File: src/rtl/wdt2s_pkg.sv
package wdt2s_pkg;

   localparam int OFS_CTRL  = 'h10;
   localparam int OFS_RSTRT = 'h14;
   localparam int OFS_UNLK  = 'h18;
   localparam int OFS_STAT  = 'h1C;

   localparam logic [15:0] UNLOCK_KEY  = 16'h5AA5;
   localparam logic [15:0] RESTART_KEY = 16'h3C96;

   localparam int CTRL_W = 10;

   typedef enum logic [1:0] {ST_INT, ST_RST, ST_DONE} stage_e;

   // packed MSB first so that the layout matches control bits 9:0
   typedef struct packed {
      logic [1:0] rst_code;
      logic [3:0] int_code;
      logic       rst_en;
      logic       int_en;
      logic       bus_tick;
      logic       en;
   } ctrl_t;

endpackage

File: src/rtl/wdt2s_tick.sv
module wdt2s_tick #(
   parameter int SYNC_STAGES = 2
) (
   input  logic clk,
   input  logic rst_n,
   input  logic ext_ce,
   input  logic bus_sel,
   output logic tick
);

   logic [SYNC_STAGES-1:0] sync_q;
   logic                   prev_q;

   generate
      for (genvar i = 0; i < SYNC_STAGES; i++) begin : g_sync
         if (i == 0) begin : g_first
            always_ff @(posedge clk or negedge rst_n) begin
               if (!rst_n) sync_q[0] <= 1'b0;
               else        sync_q[0] <= ext_ce;
            end
         end else begin : g_next
            always_ff @(posedge clk or negedge rst_n) begin
               if (!rst_n) sync_q[i] <= 1'b0;
               else        sync_q[i] <= sync_q[i-1];
            end
         end
      end
   endgenerate

   always_ff @(posedge clk or negedge rst_n) begin
      if (!rst_n) prev_q <= 1'b0;
      else        prev_q <= sync_q[SYNC_STAGES-1];
   end

   assign tick = bus_sel | (sync_q[SYNC_STAGES-1] & ~prev_q);

endmodule

File: src/rtl/wdt2s_timer.sv
module wdt2s_timer
   import wdt2s_pkg::*;
#(
   parameter int SCALE_SHIFT = 0
) (
   input  logic       clk,
   input  logic       rst_n,
   input  logic       en,
   input  logic       tick,
   input  logic       restart,
   input  logic       rst_en,
   input  logic [3:0] int_code,
   input  logic [1:0] rst_code,
   output logic       int_exp,
   output logic       sys_rst
);

   localparam int CNT_W = 16 - SCALE_SHIFT;

   stage_e           stage_q;
   logic [CNT_W-1:0] cnt_q;

   function automatic logic [CNT_W-1:0] int_last(input logic [3:0] c);
      int e;
      if (c == 4'd0)      e = 6;
      else if (c == 4'd1) e = 8;
      else if (c < 4'd8)  e = int'(c) + 8;
      else                e = 15;
      return CNT_W'((32'd1 << (e - SCALE_SHIFT)) - 32'd1);
   endfunction

   function automatic logic [CNT_W-1:0] rst_last(input logic [1:0] c);
      int e;
      e = 7 + int'(c);
      return CNT_W'((32'd1 << (e - SCALE_SHIFT)) - 32'd1);
   endfunction

   logic adv;
   assign adv     = en & ~restart & tick;
   assign int_exp = adv & (stage_q == ST_INT) & (cnt_q == int_last(int_code));

   always_ff @(posedge clk or negedge rst_n) begin
      if (!rst_n) begin
         stage_q <= ST_INT;
         cnt_q   <= '0;
         sys_rst <= 1'b0;
      end else if (!en || restart) begin
         stage_q <= ST_INT;
         cnt_q   <= '0;
      end else if (tick) begin
         case (stage_q)
            ST_INT: begin
               if (int_exp) begin
                  cnt_q   <= '0;
                  stage_q <= rst_en ? ST_RST : ST_DONE;
               end else begin
                  cnt_q <= cnt_q + 1'b1;
               end
            end
            ST_RST: begin
               if (!rst_en) begin
                  stage_q <= ST_DONE;
               end else if (cnt_q == rst_last(rst_code)) begin
                  sys_rst <= 1'b1;
                  stage_q <= ST_DONE;
               end else begin
                  cnt_q <= cnt_q + 1'b1;
               end
            end
            default: ;
         endcase
      end
   end

endmodule

File: src/rtl/wdt2s_regs.sv
module wdt2s_regs
   import wdt2s_pkg::*;
#(
   parameter int ADDR_W = 5,
   parameter int DATA_W = 32
) (
   input  logic              clk,
   input  logic              rst_n,
   input  logic              psel,
   input  logic              penable,
   input  logic              pwrite,
   input  logic [ADDR_W-1:0] paddr,
   input  logic [DATA_W-1:0] pwdata,
   output logic [DATA_W-1:0] prdata,
   input  logic              int_exp,
   output ctrl_t             ctrl,
   output logic              unlocked,
   output logic              status,
   output logic              restart
);

   logic wr;
   logic hit_ctrl, hit_rstrt, hit_unlk, hit_stat;

   assign wr        = psel & penable & pwrite;
   assign hit_ctrl  = (paddr == ADDR_W'(OFS_CTRL));
   assign hit_rstrt = (paddr == ADDR_W'(OFS_RSTRT));
   assign hit_unlk  = (paddr == ADDR_W'(OFS_UNLK));
   assign hit_stat  = (paddr == ADDR_W'(OFS_STAT));

   assign restart = wr & hit_rstrt & unlocked & (pwdata[15:0] == RESTART_KEY);

   always_ff @(posedge clk or negedge rst_n) begin
      if (!rst_n) begin
         ctrl     <= '0;
         unlocked <= 1'b0;
      end else if (wr) begin
         if (hit_unlk) begin
            unlocked <= (pwdata[15:0] == UNLOCK_KEY);
         end else begin
            unlocked <= 1'b0;
            if (hit_ctrl && unlocked) ctrl <= ctrl_t'(pwdata[CTRL_W-1:0]);
         end
      end
   end

   always_ff @(posedge clk or negedge rst_n) begin
      if (!rst_n)                          status <= 1'b0;
      else if (int_exp)                    status <= 1'b1;
      else if (wr && hit_stat && pwdata[0]) status <= 1'b0;
   end

   always_comb begin
      prdata = '0;
      if (hit_ctrl)      prdata = DATA_W'(ctrl);
      else if (hit_unlk) prdata = DATA_W'(unlocked);
      else if (hit_stat) prdata = DATA_W'(status);
   end

endmodule

File: src/rtl/wdt_twostage.sv
module wdt_twostage
   import wdt2s_pkg::*;
#(
   parameter int ADDR_W      = 5,
   parameter int DATA_W      = 32,
   parameter int SCALE_SHIFT = 0,
   parameter int SYNC_STAGES = 2
) (
   input  logic              clk,
   input  logic              rst_n,
   input  logic              psel,
   input  logic              penable,
   input  logic              pwrite,
   input  logic [ADDR_W-1:0] paddr,
   input  logic [DATA_W-1:0] pwdata,
   output logic [DATA_W-1:0] prdata,
   input  logic              tick_ext,
   output logic              irq,
   output logic              sys_rst
);

   initial begin
      if (ADDR_W < 5)                         $error("ADDR_W must reach offset 0x1C");
      if (DATA_W < 16)                        $error("DATA_W must hold a 16-bit key");
      if (SCALE_SHIFT < 0 || SCALE_SHIFT > 6) $error("SCALE_SHIFT out of range 0..6");
      if (SYNC_STAGES < 2)                    $error("SYNC_STAGES must be at least 2");
   end

   ctrl_t ctrl;
   logic  unlocked, status, restart, int_exp, tick;

   wdt2s_regs #(.ADDR_W(ADDR_W), .DATA_W(DATA_W)) u_regs (
      .clk(clk), .rst_n(rst_n), .psel(psel), .penable(penable), .pwrite(pwrite),
      .paddr(paddr), .pwdata(pwdata), .prdata(prdata), .int_exp(int_exp),
      .ctrl(ctrl), .unlocked(unlocked), .status(status), .restart(restart)
   );

   wdt2s_tick #(.SYNC_STAGES(SYNC_STAGES)) u_tick (
      .clk(clk), .rst_n(rst_n), .ext_ce(tick_ext), .bus_sel(ctrl.bus_tick), .tick(tick)
   );

   wdt2s_timer #(.SCALE_SHIFT(SCALE_SHIFT)) u_timer (
      .clk(clk), .rst_n(rst_n), .en(ctrl.en), .tick(tick), .restart(restart),
      .rst_en(ctrl.rst_en), .int_code(ctrl.int_code), .rst_code(ctrl.rst_code),
      .int_exp(int_exp), .sys_rst(sys_rst)
   );

   assign irq = status & ctrl.int_en;

endmodule

File: config.mk
export PLATFORM = sky130hd
export DESIGN_NAME = wdt_twostage
export DESIGN_NICKNAME = d
export VERILOG_FILES = /design/src/rtl/wdt2s_pkg.sv /design/src/rtl/wdt2s_tick.sv /design/src/rtl/wdt2s_timer.sv /design/src/rtl/wdt2s_regs.sv /design/src/rtl/wdt_twostage.sv
export SDC_FILE = /design/constraint.sdc
export NUM_CORES = 1
export LEC_CHECK = 0
export BUFFER_PORTS_ARGS = -buffer_cell sky130_fd_sc_hd__buf_2
export CAP_MARGIN = 5
export CORE_MARGIN = 4
export CORE_UTILIZATION = 56
export CTS_CLUSTER_DIAMETER = 150
export DETAILED_ROUTE_END_ITERATION = 12
export PLACE_DENSITY = 0.91
export SLEW_MARGIN = 20
export SYNTH_ARGS = -nofsm -noshare
export SYNTH_HDL_FRONTEND = slang
export SYNTH_SLANG_ARGS = --single-unit
File: constraint.sdc
create_clock -name clk -period 4.85 [get_ports clk]
set_clock_uncertainty 0.15 [all_clocks]
set_input_delay 0.97 -clock clk [delete_from_list [all_inputs] [get_ports clk]]
set_output_delay 0.97 -clock clk [all_outputs]
set_load 0.01 [all_outputs]
==> out/results.txt <==
Outcome: complete, no violations
First-pass DRT Iterations: 5
Routability-driven placement congestion ratio: 0.917
Synth-to-layout area growth: 10.3%
Comb pwr share: 7.6%
Nets: 362
Initial DRC count: 206
Aggregate global routing overflow: 0
Worst IR Drop VDD: 0.162 mV
Mapped cell area: 2470 µm²
Sequential area share after synthesis: 34.5%
Core area: 4120 µm²
Setup violators final: 0
Cell Rows: 23
Post-route ant nets: 0
Share of layout cells above drive strength 1: 22.3%
Post-DP HPWL: 4410 µm
Internal Power: 0.442 mW
Delay-heaviest family, CP: simple AND/OR/NAND/NOR gates
R2R depth: 8
Commonest non-fill, non-tap cells in the layout: 38 x buf_2, 34 x dfrtp_1, 28 x conb_1
Share of power burned in the clock network: 43.1%
Fillers: 336
Hold Path Cell Cnt: 0
Multiplexer area fraction after synthesis: 4.97%
RSZ-0062 raised after global routing: false
WP data arrival: 2660 ps
Vias in the first global route: 2189
R2R Setup Slk: 2010 ps
Crit-path max FO: 8
Fmax: 0.264 GHz
Met1 usage: 29.6%
CP dominant cell by count: buf_2
Commonest non-fill, non-tap cell in the layout: buf_2
Final wirelength: 6070 µm
Critical Path RT: 3730 ps
Wire length per cell: 16.7 µm
Final cycle utilization of the critical path: 78.0%
Largest net degree at the start of global routing: 35
Setup TNS: 0 ps
Critical Path End Type: output port
Slowest CP cell: or3b_2
Met3 Use GR: 4.19%
I/O pin total: 77
Worst path max stage delay: 490 ps
Ys Warns: 0
Layout Utilization: 66.2%
Switching Power: 0.136 mW
Placed Area: 2610 µm²
DR vias: 2278
Post-synthesis compound-gate area fraction: 16.1%
Simple-gate area share of the yosys netlist: 27.3%
Worst slew pin tran: 890 ps
Top_reg_cell synth: dfrtp_1
Post-CTS Setup Inserts: 0
Yosys reg bits: 34
CP startpoint kind: primary input
First-pass GRT wire length: 10100 µm
Yosys cell types: 59
Gr usage total: 23.7%
Worst path bufs/invs: 2
Via density: 6.26
H-Tree Depth: 2
FFs w/ async S/R, synth: 100%
Horiz. Die Dim: 74.4 µm
Syn_area_per_cell: 9.04 µm²
Placed cells: 356
FF-to-FF End: u_timer.cnt_q[14]
Switching part of the total: 23.6%
Clock buffer depth: 2
CTS tree: done
Hold Path Class: flop to flop
Total die area: 5530 µm²
Cts hold-fix bufs: 0
Hold Path Sink: u_tick.sync_q[1]
Design area: 2720 µm²
Critical hold path startpoint: u_tick.sync_q[0]
Reg2reg start: u_regs.ctrl[9]
DRC viols: 0
Largest family of logic cells by synthesized area: simple AND/OR/NAND/NOR gates
Die Ht: 74.4 µm
Final Hold Vio Count: 0
Max Cap Viol: 0
Final Instance Count excl. Fillers: 364
Slew margin rel.: 39.1%
Initial Util: 60.0%
CP Class: primary input to output port
PostCTS Resize Cnt: 0
Clock-pin slew on the worst setup and hold paths: 70 ps
CTS Buf Count: 5
Critical-path cell list: buf_2 > or3b_2 > or2_2 > nor2_1 > and2_1 > buf_2
PortBufs: 38
Pins Over Slew Limit: 0
Xor/xnor cell area share of the yosys netlist: 4.26%
ANT cells: 0
Clk sinks: 34
Initial antenna violation count: 0
Root Driver: clkbuf_8
Synth Area in Adders: 3.04%
Cells after Synth: 273
Power per cell area: 213 nW/µm²
Sequential share of power: 49.3%
Leak: 1.19 nW
Grt met2 use: 40.2%
Clock latency on the worst-skew pair: 290 ps
GR peak layer: met2
Final min period: 3780 ps
Post-synth EDFFs: 0
-- worst max-delay path by stage --
stage | start | to | slack (ps) | depth (start not counted)
finish | paddr[1] | prdata[1] | 1070 | 6
floorplan | paddr[1] | prdata[1] | 1530 | 4
global route | paddr[1] | prdata[1] | 980 | 6
CTS | paddr[1] | prdata[1] | 1070 | 6
detailed placement | paddr[1] | prdata[1] | 1070 | 6
global placement | paddr[1] | prdata[1] | 1160 | 6
-- synthesized netlist by cell type (all sizes together) (2+ instances only) --
cell type / number / area, µm²
a31oi: 4 / 25.0
a2111oi: 5 / 50.0
or3b: 2 / 17.5
dfrtp: 34 / 851
xnor2: 5 / 43.8
a32oi: 2 / 17.5
or4: 5 / 41.3
nand4: 14 / 87.6
o21ai: 9 / 45.0
clkbuf: 7 / 26.3
mux2: 10 / 113
xor2: 7 / 61.3
nand2b: 3 / 18.8
o22ai: 3 / 18.8
o41ai: 2 / 36.3
inv: 6 / 22.5
nand2: 20 / 77.6
conb: 2 / 7.51
a21oi: 7 / 35.0
ha: 6 / 75.1
nand3: 9 / 45.0
nor2: 16 / 60.1
or3: 7 / 43.8
or2: 4 / 25.0
and2: 10 / 62.6
a31o: 2 / 17.5
nor3: 8 / 40.0
nor4: 4 / 25.0
a22oi: 2 / 15.0
buf: 25 / 186
nor3b: 2 / 15.0
and4bb: 3 / 37.5
nor2b: 2 / 12.5
o31ai: 5 / 37.5
and3: 6 / 37.5
nand4b: 2 / 17.5
-- worst register-to-register path, cell delays in order, from the launching register on --
cell and delay (ps):
dfrtp_1 450, or2_1 260, ha_1 200, nand2b_1 80, mux2i_1 290, a2111o_1 260, nand3_1 320, or4_1 580
a21oi_1 160
-- kinds of logic after synthesis --
family,count (synthesis)
AND/OR/NAND/NOR,118
adder cells (fa/ha/maj),6
multiplexers,11
flip-flops,34
other,2
buffers and inverters,38
AO/OA/AOI/OAI,52
XOR/XNOR,12
-- area by class of cell --
class	count	area [µm²]	share of cell area, %
tap	50	62.6	2.30
clock buffer	8	110	4.04
sequential	34	851	31.3
inverter	6	22.5	0.827
multi-input combinational	227	1480	54.3
timing repair buffer	39	198	7.26
-- state kept, by name, summed over array words and instances, names as in the netlist --
name	count
u_timer.stage_q	2
u_regs.ctrl	10
u_timer.sys_rst	1
u_tick.sync_q	2
u_regs.unlocked	1
u_regs.status	1
u_timer.cnt_q	16
u_tick.prev_q	1
-- power groups by stage --
stage | clock network [mW] | logic, mW | registers (mW)
final | 0.249 | 0.0441 | 0.285
after global routing | 0.264 | 0.0503 | 0.285
after detailed placement | 0 | 0.0424 | 0.291
after global placement | 0 | 0.0414 | 0.290
after CTS | 0.251 | 0.0427 | 0.285
after floorplan | 0 | 0.0342 | 0.290
-- stage by stage --
step                power [mW]  hold slack (ps)  worst slack [ps]
global placement         0.332              185              1160
floorplan                0.325              181              1530
detailed placement       0.333              189              1070
finish                   0.579              202              1070
global route             0.599              221               976
CTS                      0.578              205              1070
-- layer usage --
metal  routed length (µm)  vias up
met4                  171        0
met3                  519       18
met5                    0        -
li1                     -     1050
met2                 2980      126
met1                 2400     1084
Note: power is estimated with default switching activity, not from simulation.
